### src/rtl/ccd_tg_pkg.sv
package ccd_tg_pkg;

    typedef enum logic [2:0] {
        ST_BOOT   = 3'd0,
        ST_GATE_A = 3'd1,
        ST_GAP    = 3'd2,
        ST_GATE_B = 3'd3,
        ST_SETUP  = 3'd4,
        ST_READ   = 3'd5
    } seq_st_e;

    localparam logic [1:0] TAG_DUMMY = 2'd0;
    localparam logic [1:0] TAG_BLACK = 2'd1;
    localparam logic [1:0] TAG_COL_A = 2'd2;
    localparam logic [1:0] TAG_COL_B = 2'd3;

    // reset-pulse length in system cycles: at least 100 ns
    function automatic int rst_cycles(input int cyc_per_us);
        return (cyc_per_us + 9) / 10;
    endfunction

    // reset hold in system cycles: at least 125 ns
    function automatic int hold_cycles(input int cyc_per_us);
        return (cyc_per_us * 125 + 999) / 1000;
    endfunction

    function automatic logic [31:0] clip32(input logic [31:0] v,
                                           input logic [31:0] lo,
                                           input logic [31:0] hi);
        if (v < lo) return lo;
        if (v > hi) return hi;
        return v;
    endfunction

endpackage

### src/rtl/ccd_cfg_clamp.sv
module ccd_cfg_clamp #(
    parameter int CYC_PER_US = 8,
    parameter int W          = 16
) (
    input  logic [3:0][W-1:0] raw,
    output logic [3:0][W-1:0] clean
);
    import ccd_tg_pkg::*;

    localparam int T_RATE  = (CYC_PER_US + 5) / 6;
    localparam int T_RST   = rst_cycles(CYC_PER_US) + hold_cycles(CYC_PER_US);
    localparam int T_LO0   = (T_RATE > T_RST) ? T_RATE : T_RST;
    localparam int T_MIN   = (T_LO0 > 2) ? T_LO0 : 2;
    localparam int T_MAX   = CYC_PER_US * 5;
    localparam int GW_MIN  = CYC_PER_US * 5;
    localparam int GW_MAX  = CYC_PER_US * 50;
    localparam int SU_MIN  = (CYC_PER_US + 1) / 2;
    localparam int SU_MAX  = CYC_PER_US * 2;

    // field order: 0 half period, 1 gate width, 2 gate setup, 3 gap
    localparam int LO [4] = '{T_MIN, GW_MIN, SU_MIN, SU_MIN};
    localparam int HI [4] = '{T_MAX, GW_MAX, SU_MAX, SU_MAX};

    for (genvar i = 0; i < 4; i++) begin : g_fld
        assign clean[i] = W'(clip32(32'(raw[i]), LO[i], HI[i]));
    end

endmodule

### src/rtl/ccd_pixel_tagger.sv
module ccd_pixel_tagger #(
    parameter int N_BLACK = 32,
    parameter int N_PRE   = 4,
    parameter int N_VALID = 1024,
    parameter int WPIX    = 11
) (
    input  logic [WPIX-1:0] idx,
    output logic [1:0]      tag_ch1,
    output logic [1:0]      tag_ch2
);
    import ccd_tg_pkg::*;

    localparam logic [WPIX-1:0] B_END = WPIX'(N_BLACK);
    localparam logic [WPIX-1:0] V_LO  = WPIX'(N_BLACK + N_PRE);
    localparam logic [WPIX-1:0] V_HI  = WPIX'(N_BLACK + N_PRE + N_VALID);

    logic [WPIX-1:0] vidx;

    always_comb begin
        vidx    = idx - V_LO;
        tag_ch1 = TAG_DUMMY;
        tag_ch2 = TAG_DUMMY;
        if (idx < B_END) begin
            tag_ch1 = TAG_BLACK;
            tag_ch2 = TAG_BLACK;
        end else if (idx >= V_LO && idx < V_HI) begin
            tag_ch2 = TAG_COL_A;
            tag_ch1 = vidx[0] ? TAG_COL_B : TAG_COL_A;
        end
    end

endmodule

### src/rtl/ccd_line_seq.sv
module ccd_line_seq #(
    parameter int CYC_PER_US = 8,
    parameter int W          = 16,
    parameter int N_BLACK    = 32,
    parameter int N_PRE      = 4,
    parameter int N_VALID    = 1024,
    parameter int N_POST     = 4
) (
    input  logic         clk,
    input  logic         rst_n,
    input  logic [W-1:0] half_i,
    input  logic [W-1:0] gw_i,
    input  logic [W-1:0] gs_i,
    input  logic [W-1:0] vx_i,
    input  logic         dly_i,
    output logic         hp1_o,
    output logic         hp2_o,
    output logic         orst_o,
    output logic         sg1_o,
    output logic         sg2_o,
    output logic         vx_o,
    output logic         ls_o,
    output logic         ps_o,
    output logic [1:0]   tag1_o,
    output logic [1:0]   tag2_o
);
    import ccd_tg_pkg::*;

    localparam int NPIX  = N_BLACK + N_PRE + N_VALID + N_POST;
    localparam int WPIX  = $clog2(NPIX + 1);
    localparam int RST_W = rst_cycles(CYC_PER_US);

    typedef struct packed {
        seq_st_e         st;
        logic [W-1:0]    cnt;
        logic            half;
        logic [WPIX-1:0] pix;
        logic [W-1:0]    t;
        logic [W-1:0]    sgw;
        logic [W-1:0]    sgs;
        logic [W-1:0]    vxs;
        logic            dly;
        logic            hp1;
        logic            hp2;
        logic            orst;
        logic            sg1;
        logic            sg2;
        logic            vx;
        logic            ls;
        logic            ps;
        logic [1:0]      tag1;
        logic [1:0]      tag2;
    } seq_state_t;

    seq_state_t      q, d;
    logic            begin_line;
    logic [WPIX-1:0] tag_idx;
    logic [1:0]      nxt_t1, nxt_t2;

    assign tag_idx = (q.st == ST_READ) ? (q.pix + 1'b1) : '0;

    ccd_pixel_tagger #(
        .N_BLACK (N_BLACK),
        .N_PRE   (N_PRE),
        .N_VALID (N_VALID),
        .WPIX    (WPIX)
    ) u_tag (
        .idx     (tag_idx),
        .tag_ch1 (nxt_t1),
        .tag_ch2 (nxt_t2)
    );

    always_comb begin
        d          = q;
        d.ls       = 1'b0;
        d.ps       = 1'b0;
        begin_line = 1'b0;
        case (q.st)
            ST_GATE_A: begin
                if (q.cnt == q.sgw - 1'b1) begin
                    d.cnt = '0;
                    d.sg1 = 1'b0;
                    d.vx  = 1'b0;
                    if (q.dly) begin
                        d.st = ST_GAP;
                    end else begin
                        d.sg2 = 1'b0;
                        d.st  = ST_SETUP;
                    end
                end else begin
                    d.cnt = q.cnt + 1'b1;
                end
            end
            ST_GAP: begin
                if (q.cnt == q.vxs - 1'b1) begin
                    d.cnt = '0;
                    d.sg2 = 1'b1;
                    d.st  = ST_GATE_B;
                end else begin
                    d.cnt = q.cnt + 1'b1;
                end
            end
            ST_GATE_B: begin
                if (q.cnt == q.sgw - 1'b1) begin
                    d.cnt = '0;
                    d.sg2 = 1'b0;
                    d.st  = ST_SETUP;
                end else begin
                    d.cnt = q.cnt + 1'b1;
                end
            end
            ST_SETUP: begin
                if (q.cnt == q.sgs - 1'b1) begin
                    d.st   = ST_READ;
                    d.cnt  = '0;
                    d.half = 1'b0;
                    d.pix  = '0;
                    d.ps   = 1'b1;
                    d.hp1  = 1'b1;
                    d.hp2  = 1'b0;
                    d.orst = 1'b1;
                    d.tag1 = nxt_t1;
                    d.tag2 = nxt_t2;
                end else begin
                    d.cnt = q.cnt + 1'b1;
                end
            end
            ST_READ: begin
                if (q.cnt == q.t - 1'b1) begin
                    d.cnt = '0;
                    if (!q.half) begin
                        d.half = 1'b1;
                        d.hp1  = 1'b0;
                        d.hp2  = 1'b1;
                        d.orst = 1'b0;
                    end else if (q.pix == WPIX'(NPIX - 1)) begin
                        begin_line = 1'b1;
                    end else begin
                        d.pix  = q.pix + 1'b1;
                        d.half = 1'b0;
                        d.hp1  = 1'b1;
                        d.hp2  = 1'b0;
                        d.orst = 1'b1;
                        d.ps   = 1'b1;
                        d.tag1 = nxt_t1;
                        d.tag2 = nxt_t2;
                    end
                end else begin
                    d.cnt = q.cnt + 1'b1;
                    if (!q.half && (q.cnt + 1'b1) == W'(RST_W)) d.orst = 1'b0;
                end
            end
            default: begin_line = 1'b1;
        endcase

        if (begin_line) begin
            d.st   = ST_GATE_A;
            d.cnt  = '0;
            d.half = 1'b0;
            d.pix  = '0;
            d.t    = half_i;
            d.sgw  = gw_i;
            d.sgs  = gs_i;
            d.vxs  = vx_i;
            d.dly  = dly_i;
            d.sg1  = 1'b1;
            d.vx   = 1'b1;
            d.sg2  = ~dly_i;
            d.ls   = 1'b1;
            d.hp1  = 1'b1;
            d.hp2  = 1'b0;
            d.orst = 1'b0;
            d.tag1 = TAG_DUMMY;
            d.tag2 = TAG_DUMMY;
        end
    end

    always_ff @(posedge clk or negedge rst_n) begin
        if (!rst_n) begin
            q     <= '0;
            q.hp1 <= 1'b1;
        end else begin
            q <= d;
        end
    end

    assign hp1_o  = q.hp1;
    assign hp2_o  = q.hp2;
    assign orst_o = q.orst;
    assign sg1_o  = q.sg1;
    assign sg2_o  = q.sg2;
    assign vx_o   = q.vx;
    assign ls_o   = q.ls;
    assign ps_o   = q.ps;
    assign tag1_o = q.tag1;
    assign tag2_o = q.tag2;

endmodule

### src/rtl/ccd_timing_gen.sv
module ccd_timing_gen #(
    parameter int CYC_PER_US = 8,
    parameter int W          = 16,
    parameter int N_BLACK    = 32,
    parameter int N_PRE      = 4,
    parameter int N_VALID    = 1024,
    parameter int N_POST     = 4
) (
    input  logic         clk,
    input  logic         rst_n,
    input  logic [W-1:0] cfg_half_period,
    input  logic [W-1:0] cfg_gate_width,
    input  logic [W-1:0] cfg_gate_setup,
    input  logic [W-1:0] cfg_vx_setup,
    input  logic         cfg_delay_mode,
    output logic         hclk_p1,
    output logic         hclk_p2,
    output logic         orst,
    output logic         xgate1,
    output logic         xgate2,
    output logic         vxfer,
    output logic         line_start,
    output logic         pix_strobe,
    output logic [1:0]   tag_ch1,
    output logic [1:0]   tag_ch2
);
    logic [3:0][W-1:0] cfg_raw, cfg_ok;

    assign cfg_raw = {cfg_vx_setup, cfg_gate_setup, cfg_gate_width, cfg_half_period};

    ccd_cfg_clamp #(
        .CYC_PER_US (CYC_PER_US),
        .W          (W)
    ) u_clamp (
        .raw   (cfg_raw),
        .clean (cfg_ok)
    );

    ccd_line_seq #(
        .CYC_PER_US (CYC_PER_US),
        .W          (W),
        .N_BLACK    (N_BLACK),
        .N_PRE      (N_PRE),
        .N_VALID    (N_VALID),
        .N_POST     (N_POST)
    ) u_seq (
        .clk    (clk),
        .rst_n  (rst_n),
        .half_i (cfg_ok[0]),
        .gw_i   (cfg_ok[1]),
        .gs_i   (cfg_ok[2]),
        .vx_i   (cfg_ok[3]),
        .dly_i  (cfg_delay_mode),
        .hp1_o  (hclk_p1),
        .hp2_o  (hclk_p2),
        .orst_o (orst),
        .sg1_o  (xgate1),
        .sg2_o  (xgate2),
        .vx_o   (vxfer),
        .ls_o   (line_start),
        .ps_o   (pix_strobe),
        .tag1_o (tag_ch1),
        .tag2_o (tag_ch2)
    );

endmodule

### config.mk
export PLATFORM = sky130hd
export DESIGN_NAME = ccd_timing_gen
export DESIGN_NICKNAME = d
export VERILOG_FILES = /design/src/rtl/ccd_tg_pkg.sv /design/src/rtl/ccd_cfg_clamp.sv /design/src/rtl/ccd_pixel_tagger.sv /design/src/rtl/ccd_line_seq.sv /design/src/rtl/ccd_timing_gen.sv
export SDC_FILE = /design/constraint.sdc
export NUM_CORES = 1
export LEC_CHECK = 0
export BUFFER_PORTS_ARGS = -buffer_cell sky130_fd_sc_hd__buf_2
export CAP_MARGIN = 0
export CORE_MARGIN = 2
export CORE_UTILIZATION = 55
export DETAILED_ROUTE_END_ITERATION = 10
export PLACE_DENSITY_LB_ADDON = 0.15
export SLEW_MARGIN = 20
export SYNTH_ARGS = -nofsm -noshare
export SYNTH_HDL_FRONTEND = slang
export SYNTH_SLANG_ARGS = --single-unit
### constraint.sdc
create_clock -name clk -period 4.6 [get_ports clk]
set_clock_uncertainty 0.1 [all_clocks]
set_input_delay 0.92 -clock clk [delete_from_list [all_inputs] [get_ports clk]]
set_output_delay 0.92 -clock clk [all_outputs]
set_load 0.05 [all_outputs]
Word level (Yosys, flattened, before mapping)
Cells that the tools add are included.
{ "totals": {"register_bits": 108, "inputBits": 67, "output_inout_bits": 12} }
{ "op_classes": {"addsub": 7, "n_lt_le_gt_ge": 11, "eq_ne": 22, "n_mux": 75, "bitwise_logic": 1, "n_reduce_logical": 18} }
{ "ops": {"columns": ["op", "n"], "rows": [
  ["16-bit 2-to-1 mux", 20],
  ["103-bit 2-to-1 mux", 1],
  ["16-bit == test", 4],
  ["16-bit case mux with 4 select lines", 1],
  ["16-bit by 1-bit subtractor with 16-bit output (second input constant)", 4],
  ["12-bit 2-to-1 mux", 3],
  ["16-bit by 5-bit > comparator with 1-bit output (second input constant)", 2],
  ["16-bit by 3-bit less-than comparator with 1-bit output (second input constant)", 2],
  ["1-bit 2-to-1 mux", 24],
  ["3-bit 2-to-1 mux", 8],
  ["12-bit case mux with 2 select lines", 1],
  ["11-bit 2-to-1 mux", 2],
  ["5-bit 2-to-1 mux", 4],
  ["16-bit by 1-bit adder with 16-bit output (second input constant)", 1],
  ["16-bit by 1-bit == test with 1-bit output (second input constant)", 1],
  ["16-bit by 6-bit > comparator with 1-bit output (second input constant)", 1],
  ["16-bit by 9-bit > comparator with 1-bit output (second input constant)", 1],
  ["16-bit by 2-bit less-than comparator with 1-bit output (second input constant)", 1],
  ["16-bit by 6-bit less-than comparator with 1-bit output (second input constant)", 1],
  ["3-bit by 1-bit != test with 1-bit output (second input constant)", 5],
  ["5-bit AND reduction", 3],
  ["3-bit case mux with 4 select lines", 1],
  ["11-bit by 1-bit adder with 11-bit output (second input constant)", 1],
  ["11-bit == test (second input constant)", 1],
  ["30 further kinds", 41]
]} }

Logic depth before layout (Yosys ltp)
Gate-level depths: netlist of run 1.
{ "depth": {"word_depth": 11, "mapped_depth": 14, "mapped_depth_nobuf": 11} }

Cells and area by module
A second synthesis of run 1 with hierarchy kept.
{ "hier_totals": {"hier_cells": 861, "area_unflattened_um2": 8136.6} }
{ "by_module_without_submodules": {"columns": ["mod", "instances", "cells_per_inst", "area_each_um2"], "rows": [
  ["ccd_line_seq", 1, 743, 7349.5],
  ["ccd_cfg_clamp", 1, 105, 689.4],
  ["ccd_pixel_tagger", 1, 13, 97.6]
]} }

Least setup slack after synthesis of run 1
No wires, ideal clock.
{ "synth_timing": {"path_kind": "flip-flop to flip-flop", "start": "register u_seq.q[29] (netlist name)", "end": "register u_seq.q[77] (netlist name)", "setup_time_ps": 125, "arrival_time_ps": 3248, "required_time_ps": 4375, "setup_slack_ps": 1127, "path_stages_with_launch": 14, "n_path_buf": 2, "period_less_slack_ps": 3473, "cell_sequence": "dfrtp_1 > inv_1 > ha_1 > or3b_1 > clkbuf_1 > or3_1 > a211oi_1 > o32ai_1 > nor4_1 > a211oi_1 > or2_1 > buf_4 > nor2_8 > mux2_2"} }
{ "synth_via": {"elab_chain_cells": 4} }
{ "synth_lines": {"columns": ["item", "line_no", "text"], "rows": [
  ["start, declared", "ccd_line_seq.sv:55", "seq_state_t q, d;"],
  ["16-bit by 1-bit subtractor with 16-bit output", "ccd_line_seq.sv:113", "if (q.cnt == q.sgs - 1'b1) begin"],
  ["16-bit == test", "ccd_line_seq.sv:113", null],
  ["3-bit by 1-bit != test with 1-bit output (no line)", null, null],
  ["5-bit AND reduction (no line)", null, null]
]} }
No other way between the ends.
A chain may end at the register's enable or synchronous reset.

Worst setup path in the final report of run 1
{ "layout_timing": {"start": "register u_seq.q[45] (netlist name)", "end": "register u_seq.q[100] (netlist name)"} }
{ "layout_via": {"elab_chain_cells": 5} }
{ "layout_lines": {"columns": ["item", "line_no", "text"], "rows": [
  ["16-bit by 1-bit subtractor with 16-bit output", "ccd_line_seq.sv:80, ccd_line_seq.sv:104", null],
  ["16-bit == test", "ccd_line_seq.sv:80, ccd_line_seq.sv:104", null],
  ["16-bit 2-to-1 mux", "ccd_line_seq.sv:80, ccd_line_seq.sv:104", null],
  ["16-bit case mux with 4 select lines", "ccd_line_seq.sv:78", "case (q.st)"],
  ["103-bit 2-to-1 mux", "ccd_line_seq.sv:156", "if (begin_line) begin"]
]} }
No other way between the ends.

==> run metrics, run 1 <==
status finished clean; Syn Inst Count 880; initial detailed-routing violation count ~410; DR DRC count 0; cell internal pwr 0.00153 W; sequential area share after synthesis 0.358; CP Class reg2reg; Synth Area in Compound Gates 0.150; CTS buffer count 9; Yosys warnings 0; I/O pin total 79; Netlist Area Pre-Place 0.00742 mm2; Routed WL 18,800 um; Yosys top cell area share 0.354; CP max-delay cell nor3b_1; via count between 6,000 and 7,000; core region area 0.0132 mm2; drt via density 6.07; clock network power share 0.388; unrepaired setup endpoints after global routing no; Yosys top cell by area dfrtp_1; number of buffers added on ports 78; main flop type after synthesis dfrtp_1; GRT busiest layer met2; largest net degree at the start of global routing 60; clock transition at the registers of the reported paths 80 ps; Crit path largest cell delay 710 ps; n_diodes 0; Fin. Hold Viols 0; initial antenna violation count 0; Leak 3.53 nW; mux contribution to synthesized area 0.0170; global placement routability congestion 0.947; sw frac 0.293; Area growth, synth to finish 10.3%; combinational power share 0.138; grt ovf 0; post-CTS setup buffer count 0; All-Layer GR Usage 0.273; Worst setup SP type flip-flop; GR Util met3 0.0580; Worst Hold Class in2async; nets 993; worst-case vdd ir drop 0.000214 V; total negative slack 0 ps; Clock Sinks roughly 110; Simple-Gate Fraction of Synth Area 0.301; Max Freq 247 MHz; Mapped Nets 954; Post-Synth Adder-Cell Area 0.0118; crit path from u_seq.q[45]; post-DR wirelength/cell 17.1 um; Final Slew Violations 0; die width 120 um; CTS max path bufs 2; final setup violating endpoints 0; met1 Track Usage GR 0.355; top post-synthesis cells by area dfrtp_1, xnor2_1, xor2_1, nand2_1, nor2_1; CP cell instances inv_1 > ha_1 > nor3b_1 > nand2_1 > xnor2_1 > or4b_2 > nor4bb_1 > nor4b_1 > a21oi_1 > o211ai_2 > nor2_1; Starting Density 0.562; crit path capture type flip-flop; fin crit period 4050 ps; Initial DRT Pass Iterations 5; Post-synth ARST share 1.00; CTS tree built; RR Startpoint u_seq.q[45]; GRT met2 Usage 0.452; P per Cell Area 264 mW/mm2; main combinational cell family by area after synthesis simple AND/OR/NAND/NOR gates; Max Cap Viol 0; xor/xnor share of the synthesized area 0.115; Post-synth EDFFs 0; die area 0.0144 mm2; CTS HTree Levels 3; Final period util 0.880; Worst Tran Pin Value 1020 ps; Root Driver clkbuf_16; post_cts resized 0; layout cells sized above 1 0.149; max-slew headroom at the worst pin 0.317; first-pass GRT wire length 31,500 um; Seq cells post-synth 106; Sequential Power Share 0.474; vias in the first global route around 6,500; CP Max Fanout 16; DP HPWL 13,700 um; Worst-Skew Late Latency ~370 ps; Synth cell types a little over 80; Cell Rows 42; CTS Hold Buffers Added 0; total power 0.00216 W; Die Span Y 120 um; Worst EP arrival 4180 ps; switching pwr 0.000632 W; Routed Antenna Nets 0; Worst EP required 4730 ps; syn_area_per_cell 8.43 um2
worst paths after layout:
kind | endpoint | slack (ps) | cells after the start
worst max-delay path | u_seq.q[100] | 550 | 11
worst min-delay path | u_seq.q[72] | 340 | 1
worst max register to register | u_seq.q[100] | 550 | 11
worst min register to register | u_seq.tag2_o[0] | 400 | 1
max in group asynchronous | u_seq.hp2_o | 3020 | 2
min in group clk | u_seq.tag2_o[0] | 400 | 1
per-layer routing:
metal | up-vias | wire [um] | share of wire
li1 | 3214 | - | -
met1 | 3220 | 8180 | 0.44
met2 | 210 | 9150 | 0.49
met3 | 34 | 1050 | 0.056
met4 | 0 | 386 | 0.021
met5 | - | 0 | 0
final cells by class:
type	count	area, um2
multi-input cells	691	4420
inverters	24	90.1
clock buffers	9	225
repair buffers	87	460
well taps	176	220
clock inverters	7	110
flip-flops and latches	106	2650
fillers	1123	5010
stage by stage:
step	utilization	cells	setup slack (ps)	area [um2]	hold WS [ps]
floorplan	-	880	1130	7420	357
global placement	0.595	1084	749	7840	372
detailed placement	0.595	1084	583	7840	386
CTS	0.620	1100	581	8180	344
global route	0.620	1100	64.5	8180	356
finish	0.620	1100	550	8180	342
cell usage in the layout (no fill, tap or decap), types with 14 or more instances in the layout:
cell	instances
xor2_1	45
nand2_1	83
dfrtp_1	105
or4_1	15
inv_1	24
nor2_1	74
nand3_1	31
o21ai_0	52
nor3_1	32
nand2b_1	16
nand4_1	14
and2_1	42
xnor2_1	52
a21oi_1	32
buf_2	77
nor4_1	27
critical path: cells and delay by family, from the launching register on:
family          cells  cell delay (ps)
buf+inv             1               80
fa+ha+maj           1              220
simple gates        6             2250
compound gates      2              630
flops               1              440
xor+xnor            1              170
cells in the mapped netlist, drive strengths merged, types with 3 or more instances:
library cell	instances
nand3	31
nor4	30
a311oi	3
and3	6
nor2	75
o21ai	52
a221oi	3
mux2i	4
o32ai	3
nor4b	6
a211oi	7
o2111ai	4
or3	10
mux2	7
nand2	84
xnor2	52
a41oi	3
o31ai	8
nor2b	7
or2	8
nand2b	16
nand4	14
a21o	9
o21a	5
inv	24
ha	7
nand4b	3
buf	18
or4b	7
or4	16
xor2	45
a31oi	8
nand3b	5
and2	42
nor3b	6
clkbuf	41
o211ai	3
nor3	33
dfrtp	105
o22ai	4
a21oi	33
kinds of logic after synthesis:
logic type,count (synthesis)
AOI/OAI and AO/OA,169
buffers and inverters,83
muxes,11
adders and majority gates,7
xor gates and xnor gates,97
DFF,106
and+or+nand+nor,407
power by group through the flow:
stage          Sequential [W]  Combinational, W  Clock, W
2_1_floorplan        0.000985          0.000229         0
3_3_place_gp          0.00104          0.000286         0
5_1_grt               0.00103          0.000333  0.000892
4_1_cts               0.00102          0.000295  0.000855
3_5_place_dp          0.00104          0.000293         0
6_report              0.00103          0.000298  0.000838
registers in the layout, summed over array words and instances (netlist names):
name and cells:
u_seq.ps_o 1, u_seq.ls_o 1, u_seq.vx_o 1, u_seq.tag2_o 2, u_seq.hp2_o 1, u_seq.q 96
u_seq.tag1_o 1, u_seq.sg2_o 1, u_seq.orst_o 1, u_seq.hp1_o 1
(Power assumes the default switching activity.)
==> inputs of run 2 (changes only) <==
==> constraint.sdc (replaced) <==
create_clock -name clk -period 4.6 [get_ports clk]
set_clock_uncertainty 0.1 [all_clocks]
set_input_delay 0.23 -clock clk [delete_from_list [all_inputs] [get_ports clk]]
set_output_delay 0.23 -clock clk [all_outputs]
set_load 0.05 [all_outputs]
==> run metrics, run 2 (same netlist as run 1, synthesis figures left out) <==
CP Max Fanout 16; clock transition at the registers of the reported paths about 70 ps; die area 0.0144 mm2; Worst Tran Pin Value around 1000 ps; reg-to-reg endpoint u_seq.q[91]; most frequent cells in the layout dfrtp_1, nand2_1, buf_2; R2R cell count 9; I/O pin total 79; Initial DRT Pass Iterations 5; initial detailed-routing violation count 560; clock network power share 0.381; n_diodes 0; Worst Hold Class in2reg; final setup violating endpoints 0; Final Slew Violations 0; Clock Sinks 106; post-CTS setup buffer count 0; DP Area between 0.007 and 0.008 mm2; CTS HTree Levels 3; max reg flops 96; Max Cap Viol 0; Leak ~3.5 nW; All-Layer GR Usage 0.274; Fin. Hold Viols 0; Routed WL 19,100 um; first-pass GRT wire length 31,700 um; fin crit period slightly above 4000 ps; vias in the first global route between 6,000 and 7,000; fillers 1,116; via count 6,833; post-DR wirelength/cell 17.3 um; Routed Antenna Nets 0; Area growth, synth to finish 10.3%; RR Startpoint u_seq.q[49]; combinational power share 0.156; worst hold stages 3; Root Driver clkbuf_16; largest net degree at the start of global routing 73; grt ovf 0; Starting Density 0.562; largest reg by FF count u_seq.q; Final Instance Area around 0.008 mm2; crit path capture type flip-flop; Final period util 0.892; Min-Delay Startpoint cfg_vx_setup[3]; Hold Path End u_seq.q[16]; leading cell type in the layout, fill and taps excluded dfrtp_1; nets 996; cell internal pwr 0.00157 W; Worst EP arrival 4210 ps; die width 120 um; sw frac 0.274; reg2reg setup slack between 400 and 500 ps; core region area 0.0132 mm2; number of buffers added on ports 78; CP Class reg2reg; CTS buffer count 9; switching pwr 0.000593 W; Worst setup SP type flip-flop; worst-case vdd ir drop roughly 0.00025 V; drt via density 6.19; Die Span Y roughly 120 um; DP HPWL 13,700 um; total power roughly 0.0022 W; unrepaired setup endpoints after global routing no; CTS max path bufs 2; Max Freq 244 MHz; Sequential Power Share 0.463; max-slew headroom at the worst pin 0.314; Worst EP required 4710 ps; CTS tree built; P per Cell Area 264 mW/mm2; initial antenna violation count 0; Worst-Skew Late Latency 360 ps; total negative slack 0 ps; layout cells sized above 1 0.150; DR DRC count 0; global placement routability congestion 0.926; Cell Rows 42; status finished clean
[run 2: metal layers]
layer	up-vias	global-route usage	wire length (um)
met4	0	0.0993	426
met1	3302	0.351	8100
met3	48	0.0566	1270
met5	-	0	0
met2	260	0.459	9310
li1	3223	-	-
[run 2: worst max-delay path, stage by stage (launching register included)]
cell and delay, ps:
dfrtp_1 480, nor4_1 660, nand4_1 200, xnor2_1 190, or4b_2 670, nor4bb_1 350, nor4b_1 500, a21oi_1 120
o211ai_2 570, nor2_1 110
[run 2: power groups by stage]
| stage | logic [W] | registers (W) | clock network, W |
|---|---|---|---|
| 2_1_floorplan | 0.000229 | 0.000985 | 0 |
| 3_3_place_gp | 0.000319 | 0.00102 | 0 |
| 3_5_place_dp | 0.000330 | 0.00102 | 0 |
| 4_1_cts | 0.000332 | 0.00100 | 0.000844 |
| 5_1_grt | 0.000366 | 0.00100 | 0.000886 |
| 6_report | 0.000337 | 0.00100 | 0.000824 |
[run 2: repair_timing]
item,CTS,global route
gates resized for setup,0,1
endpoints found under the hold margin,71,0
endpoints found under the setup margin,0,16
hold buffers,1,0
[run 2: stage by stage]
step	hold slack, ps	utilization	worst slack (ps)	cells
6_report	32.0	0.621	498	1103
5_1_grt	23.5	0.621	122	1103
4_1_cts	17.8	0.620	331	1103
3_5_place_dp	330	0.596	339	1086
3_3_place_gp	322	0.596	507	1086
2_1_floorplan	-166	-	1130	880
[run 2: how the worst max path moves through the flow]
| stage | startpoint | depth (start not counted) | end |
|---|---|---|---|
| finish | u_seq.q[49] | 9 | u_seq.q[91] |
| global route | u_seq.q[49] | 9 | u_seq.q[102] |
| CTS | u_seq.q[45] | 11 | u_seq.q[91] |
| detailed placement | u_seq.q[45] | 11 | u_seq.q[91] |
| global placement | u_seq.q[45] | 11 | u_seq.q[91] |
| floorplan | u_seq.q[29] | 13 | u_seq.q[77] |
[run 2: layout make-up]
type | instances | area, um2 | share of cell area
clock inverter | 5 | 78.8 | 0.00963
inverter | 24 | 90.1 | 0.0110
tap | 176 | 220 | 0.0269
sequential | 106 | 2650 | 0.324
multi-input combinational | 691 | 4420 | 0.541
timing repair buffer | 90 | 485 | 0.0593
clock buffer | 11 | 233 | 0.0284
